<file path="src/rtl/dsif_pkg.sv">
package dsif_pkg;
   localparam int GRP_W  = 6;
   localparam int B_TC   = 5;
   localparam int B_HT   = 4;
   localparam int B_TE   = 3;
   localparam int B_DME  = 2;
   localparam int B_FE   = 0;
   localparam int HALF_SHIFT = 16;
   localparam int PAIR_SHIFT = 6;
   localparam logic [GRP_W-1:0] VIEW_MASK = 6'b101101;

   // bit base of a stream's group inside its status word
   function automatic int grp_base(input int s);
      return ((s >> 1) & 1) * HALF_SHIFT + (s & 1) * PAIR_SHIFT;
   endfunction
endpackage

</file>
<file path="src/rtl/dsif_stream_flags.sv">
module dsif_stream_flags
   import dsif_pkg::*;
#(
   parameter int W = GRP_W
) (
   input  logic         clk,
   input  logic         rst,
   input  logic [W-1:0] ev,
   input  logic [W-1:0] clr,
   output logic [W-1:0] flags
);
   always_ff @(posedge clk) begin
      if (rst) flags <= '0;
      else     flags <= (flags & ~clr) | ev;
   end

   assert_reset_clears_R1: assert property (@(posedge clk)
      rst |=> (flags == '0));

   assert_event_sets_R2: assert property (@(posedge clk) disable iff (rst)
      (ev != '0) |=> ((flags & $past(ev)) == $past(ev)));

   assert_clear_takes_R5: assert property (@(posedge clk) disable iff (rst)
      (clr != '0) |=> ((flags & $past(clr) & ~$past(ev)) == '0));

   assert_flags_hold_R11: assert property (@(posedge clk) disable iff (rst)
      1'b1 |=> (((flags ^ $past(flags)) & ~($past(ev) | $past(clr))) == '0));
endmodule

</file>
<file path="src/rtl/dsif_irq_gate.sv">
module dsif_irq_gate
   import dsif_pkg::*;
(
   input  logic [GRP_W-1:0] flags,
   input  logic             en_tc,
   input  logic             en_te,
   input  logic             en_dme,
   output logic             irq
);
   logic unused_flag_bits;
   assign unused_flag_bits = ^{flags[B_HT], flags[1], flags[B_FE]};

   always_comb begin
      irq = (flags[B_TC]  & en_tc)
          | (flags[B_TE]  & en_te)
          | (flags[B_DME] & en_dme);
   end
endmodule

</file>
<file path="src/rtl/dsif_read_mux.sv">
module dsif_read_mux
   import dsif_pkg::*;
#(
   parameter int DATA_W      = 32,
   parameter int ADDR_W      = 4,
   parameter int NUM_STREAMS = 8,
   parameter logic [ADDR_W-1:0] A_STAT_LO = 4'h0,
   parameter logic [ADDR_W-1:0] A_STAT_HI = 4'h4,
   localparam int SEL_W = $clog2(NUM_STREAMS)
) (
   input  logic [DATA_W-1:0]                   stat_lo,
   input  logic [DATA_W-1:0]                   stat_hi,
   input  logic [NUM_STREAMS-1:0][GRP_W-1:0]   grps,
   input  logic [ADDR_W-1:0]                   rd_addr,
   input  logic [SEL_W-1:0]                    view_sel,
   output logic [DATA_W-1:0]                   rd_data,
   output logic [GRP_W-1:0]                    view_flags
);
   always_comb begin
      unique case (rd_addr)
         A_STAT_LO: rd_data = stat_lo;
         A_STAT_HI: rd_data = stat_hi;
         default:   rd_data = '0;
      endcase
      view_flags = grps[view_sel] & VIEW_MASK;
   end
endmodule

</file>
<file path="src/rtl/dsif_flag_bank.sv">
module dsif_flag_bank
   import dsif_pkg::*;
#(
   parameter int NUM_STREAMS = 8,
   parameter int DATA_W      = 32,
   parameter int ADDR_W      = 4,
   localparam int SEL_W      = $clog2(NUM_STREAMS),
   localparam int HALF       = NUM_STREAMS / 2
) (
   input  logic                   clk,
   input  logic                   rst,
   input  logic [NUM_STREAMS-1:0] ev_tc,
   input  logic [NUM_STREAMS-1:0] ev_ht,
   input  logic [NUM_STREAMS-1:0] ev_te,
   input  logic [NUM_STREAMS-1:0] ev_dme,
   input  logic [NUM_STREAMS-1:0] ev_fe,
   input  logic [NUM_STREAMS-1:0] en_tc,
   input  logic [NUM_STREAMS-1:0] en_te,
   input  logic [NUM_STREAMS-1:0] en_dme,
   input  logic                   wr_en,
   input  logic [ADDR_W-1:0]      wr_addr,
   input  logic [DATA_W-1:0]      wr_data,
   input  logic [ADDR_W-1:0]      rd_addr,
   output logic [DATA_W-1:0]      rd_data,
   input  logic [SEL_W-1:0]       view_sel,
   output logic [GRP_W-1:0]       view_flags,
   output logic [NUM_STREAMS-1:0] irq
);
   localparam logic [ADDR_W-1:0] A_STAT_LO = ADDR_W'(0);
   localparam logic [ADDR_W-1:0] A_STAT_HI = ADDR_W'(4);
   localparam logic [ADDR_W-1:0] A_CLR_LO  = ADDR_W'(8);
   localparam logic [ADDR_W-1:0] A_CLR_HI  = ADDR_W'(12);

   generate
      if (NUM_STREAMS != 8) begin : g_bad_streams
         $error("dsif_flag_bank: the packed layout needs exactly 8 streams");
      end
      if (DATA_W < HALF_SHIFT + PAIR_SHIFT + GRP_W) begin : g_bad_width
         $error("dsif_flag_bank: DATA_W too narrow for the group layout");
      end
      if (ADDR_W < 4) begin : g_bad_addr
         $error("dsif_flag_bank: ADDR_W must reach offset 0xC");
      end
   endgenerate

   logic [NUM_STREAMS-1:0][GRP_W-1:0] grps;
   logic [DATA_W-1:0] stat_lo, stat_hi;
   logic clr_lo_hit, clr_hi_hit;
   logic unused_wr_bits;

   assign clr_lo_hit     = wr_en && (wr_addr == A_CLR_LO);
   assign clr_hi_hit     = wr_en && (wr_addr == A_CLR_HI);
   assign unused_wr_bits = ^wr_data;

   for (genvar s = 0; s < NUM_STREAMS; s++) begin : g_stream
      localparam int BASE = grp_base(s);
      logic [GRP_W-1:0] ev_grp, clr_grp;

      assign ev_grp = {ev_tc[s], ev_ht[s], ev_te[s], ev_dme[s], 1'b0, ev_fe[s]};

      if (s < HALF) begin : g_low
         assign clr_grp = clr_lo_hit ? wr_data[BASE +: GRP_W] : '0;
      end else begin : g_high
         assign clr_grp = clr_hi_hit ? wr_data[BASE +: GRP_W] : '0;
      end

      dsif_stream_flags #(.W(GRP_W)) u_flags (
         .clk   (clk),
         .rst   (rst),
         .ev    (ev_grp),
         .clr   (clr_grp),
         .flags (grps[s])
      );

      dsif_irq_gate u_irq (
         .flags  (grps[s]),
         .en_tc  (en_tc[s]),
         .en_te  (en_te[s]),
         .en_dme (en_dme[s]),
         .irq    (irq[s])
      );
   end

   always_comb begin
      stat_lo = '0;
      stat_hi = '0;
      for (int s = 0; s < NUM_STREAMS; s++) begin
         if (s < HALF) stat_lo[grp_base(s) +: GRP_W] = grps[s];
         else          stat_hi[grp_base(s) +: GRP_W] = grps[s];
      end
   end

   dsif_read_mux #(
      .DATA_W      (DATA_W),
      .ADDR_W      (ADDR_W),
      .NUM_STREAMS (NUM_STREAMS),
      .A_STAT_LO   (A_STAT_LO),
      .A_STAT_HI   (A_STAT_HI)
   ) u_rd (
      .stat_lo    (stat_lo),
      .stat_hi    (stat_hi),
      .grps       (grps),
      .rd_addr    (rd_addr),
      .view_sel   (view_sel),
      .rd_data    (rd_data),
      .view_flags (view_flags)
   );

   // a write aimed at a status word, with no events, leaves it unchanged
   assert_status_readonly_R6: assert property (@(posedge clk) disable iff (rst)
      (wr_en && (wr_addr == A_STAT_LO || wr_addr == A_STAT_HI) &&
       (ev_tc | ev_ht | ev_te | ev_dme | ev_fe) == '0)
      |=> ($stable(stat_lo) && $stable(stat_hi)));

   assert_no_enable_no_irq_R8: assert property (@(posedge clk) disable iff (rst)
      ((en_tc | en_te | en_dme) == '0) |-> (irq == '0));

   assert_clear_addr_reads_zero_R11: assert property (@(posedge clk) disable iff (rst)
      (rd_addr == A_CLR_LO || rd_addr == A_CLR_HI) |-> (rd_data == '0));
endmodule

</file>
<file path="config.mk">
export PLATFORM = sky130hd
export DESIGN_NAME = dsif_flag_bank
export DESIGN_NICKNAME = d
export VERILOG_FILES = /design/src/rtl/dsif_pkg.sv /design/src/rtl/dsif_stream_flags.sv /design/src/rtl/dsif_irq_gate.sv /design/src/rtl/dsif_read_mux.sv /design/src/rtl/dsif_flag_bank.sv
export SDC_FILE = /design/constraint.sdc
export NUM_CORES = 1
export LEC_CHECK = 0
export ABC_AREA = 0
export BUFFER_PORTS_ARGS = -buffer_cell sky130_fd_sc_hd__buf_2
export CAP_MARGIN = 30
export CORE_UTILIZATION = 40
export DETAILED_ROUTE_END_ITERATION = 16
export PLACE_DENSITY_LB_ADDON = 0.1
export SKIP_LAST_GASP = 1
export SYNTH_ARGS = -nofsm -noshare
export SYNTH_HDL_FRONTEND = slang
export SYNTH_SLANG_ARGS = --single-unit
export TNS_END_PERCENT = 5
</file>
<file path="constraint.sdc">
create_clock -name clk -period 1.1 [get_ports clk]
set_input_delay 0.055 -clock clk [delete_from_list [all_inputs] [get_ports clk]]
set_output_delay 0.055 -clock clk [all_outputs]
set_load 0.01 [all_outputs]
</file>
==> run summary <==
f_max: 0.638 GHz
max-cap violations: 0
simple-gate share of the synthesized area: 16.4%
Slew Limit Fails: 0
XOR/XNOR Fraction of Synth Area: 0%
Std-Cell Core Area: 6420 um2
RR Startpoint: g_stream[7].u_flags.flags[3]
sequential area share after synthesis: 35.9%
Avg Vias per Cell: 5.31
main combinational cell family by area after synthesis: compound AO/OA/AOI/OAI gates
number of global-route vias before repair: 2,764
switching pwr: 1.10 mW
Regs by FF count: g_stream.u_flags.flags: 48 flops
# setup viols final: 29
pin count of the biggest net entering global routing: 49
skew final: 0 ns
Clock Pin Slew Worst Setup and Hold Paths: 0.09 ns
setup slack after layout: -0.467 ns
crit end category: primary output
post-layout instance area: 3770 um2
# IOs: 156
fin crit share: 142%
crit path time final: 1.57 ns
antenna viol nets, final: 0
Nets: 554
Clk Latency, worst-skew pair: 0.29 ns
Largest Register: g_stream.u_flags.flags
1st-pass router iterations: 12
Reg2Reg Capture Point: g_stream[7].u_flags.flags[3]
die height: 83.8 um
DRC Markers: 28
Post-Synthesis Cell Area: 2680 um2
initial antenna violation count: 0
Post-synth top flop: dfxtp_1
launching element type of the critical path: register
WP buf/inv: 1
clock power share: 27.1%
maximum VDD drop: 708 uV
input/output buffers: 137
Yosys reg bits: 48
Worst Tran Pin Value: 0.860 ns
Avg WL per Cell: 15.4 um
HPWL after detailed placement: 6080 um
R2R depth: 3
Mapped Cells: 280
max_slew headroom: 42.7%
share of post-route cells with drive strength above 1: 46.6%
Synth Area per Inst: 9.57 um2
failing checks: DRC, setup timing
GRT Residual Overflow: 0
# placed instances: 510
slowest stage delay, CP: 0.49 ns
PwrDens: 1060 nW/um2
post-synthesis mux area share: 9.53%
post-route insts no fill: 521
Hold Fails Final Rpt: 0
max reg flops: 48
area added between synthesis and finish: 40.7%
CTS Buf Count: 5
leakage power: 1.80 nW
routability cong.: 0.783
Cell Rows: 29
Worst Setup EP: view_flags[2]
n_diodes: 0
Initial Utilization: 41.7%
CTS tree: yes
Post-synth ARST share: 0%
Sink Count: 48
Die Area: 7030 um2
cell count along the critical path: 3
RSZ-0062 raised after global routing: true
R2R setup slack: 0.20 ns
Ys Warns: 0
Critical-path top delay cell: mux4_2
gr usage total: 23.2%
kind of cell adding the most delay to the critical path: multiplexers
Max Buffers Root-to-Sink: 2
final total power: 4.00 mW
Yosys cell types: 18
post-synth top area share: 35.9%
CP Class: reg2out
Hold Path Class: in2reg
placed cell area: 3630 um2
htree depth: 2
dpl ws: -0.276 ns
DR vias: 2,766
Adder-Cell Fraction of Synth Area: 0%
count of flip-flops with a built-in enable after synthesis: 0
area leader, netlist: dfxtp_1
post-synthesis compound-gate area fraction: 26.5%
CP max FO: 2
synth cell count leaders: a311oi_1 (48), dfxtp_1 (48), nor2_1 (40), nor2b_1 (40), a22o_1 (24)
Switching Share: 27.4%
Gate power share: 25.3%
Internal: 2.90 mW
critical path cell sequence: mux4_2 -> mux2_4 -> buf_6
Die Width: 83.8 um
crit path DAT: 1.51 ns
status: finished with violations
Core Util, Final: 58.7%
top area cells in the synthesized netlist: dfxtp_1 (36%), a311oi_1 (16%), nor2b_1 (9.3%), mux4_1 (7.8%), a22o_1 (7.8%)
Starting DRT DRC Count: 190
DRT Wirelength: 8010 um
Worst Setup SP: g_stream[7].u_flags.flags[2]
Reg power frac: 47.5%
Worst Path Required: 1.04 ns
root buffer cell: clkbuf_8
first-pass GRT wire length: 13,100 um
[cell usage in the layout, fill, tap and decap left out, types with 10 or more instances in the layout]
cell type and instances:
a22o_1 24, inv_1 17, buf_2 135, a311oi_1 48
nor2_1 40, dfxtp_1 46, nor2b_1 40, buf_4 44
conb_1 10
[power groups by stage]
stage | Clock (mW) | Combinational (mW) | Sequential (mW)
3_3_place_gp | 0 | 0.974 | 1.93
3_5_place_dp | 0 | 0.981 | 1.94
6_report | 1.08 | 1.01 | 1.90
5_1_grt | 1.18 | 1.11 | 1.91
4_1_cts | 1.11 | 1.01 | 1.90
2_1_floorplan | 0 | 0.510 | 1.95
[kinds of logic after synthesis]
logic type | after synthesis
simple gates | 83
compound gates | 80
buf+inv | 56
flops | 48
mux | 12
other cells | 1
[layer usage]
layer  wire length, um  global-route usage, %  up-vias
met5                 0                      0        -
met4                91                   6.27        0
met3               620                   3.86        8
met2              3770                   40.0      120
met1              3520                   30.0     1273
li1                  -                      -     1365
[final cells by class]
| class | count | area [um2] |
|---|---|---|
| clock buffer | 6 | 82.6 |
| clock inverter | 1 | 8.76 |
| fill | 609 | 2650 |
| inverter | 17 | 63.8 |
| multi-input combinational | 185 | 1450 |
| sequential | 48 | 963 |
| tap | 77 | 96.3 |
| timing repair buffer | 187 | 1110 |
[stage by stage]
| stage | setup TNS [ns] | hold slack, ns |
|---|---|---|
| after CTS | -4.63 | 0.0237 |
| after global routing | -6.35 | 0.0254 |
| final | -4.36 | 0.0271 |
| after global placement | -0.926 | 0.259 |
| after floorplan | -0.0603 | 0.159 |
| after detailed placement | -1.03 | 0.265 |
[worst reg2reg max path, stage by stage (launching register included)]
cell and delay, ns:
dfxtp_1 0.34, buf_4 0.13, nor2_1 0.04, a311oi_1 0.28
[worst min-delay path by stage]
stage                 from                      endpoint  cells after the start
2_1_floorplan  wr_data[17]  g_stream[6].u_flags.flags[1]                      1
6_report          ev_te[0]  g_stream[0].u_flags.flags[3]                      3
3_3_place_gp   wr_data[17]  g_stream[2].u_flags.flags[1]                      2
3_5_place_dp   wr_data[23]  g_stream[3].u_flags.flags[1]                      2
4_1_cts           ev_ht[4]  g_stream[4].u_flags.flags[4]                      3
5_1_grt           ev_te[0]  g_stream[0].u_flags.flags[3]                      3
[timing repair]
| action | CTS | global route |
|---|---|---|
| setup buffers | 0 | 0 |
| endpoints found under the hold margin | 8 | 0 |
| gates resized for setup | 7 | 2 |
| setup endpoints to repair | 29 | 36 |
| hold buffers | 4 | 0 |
Power figures use the tool's default switching activity.
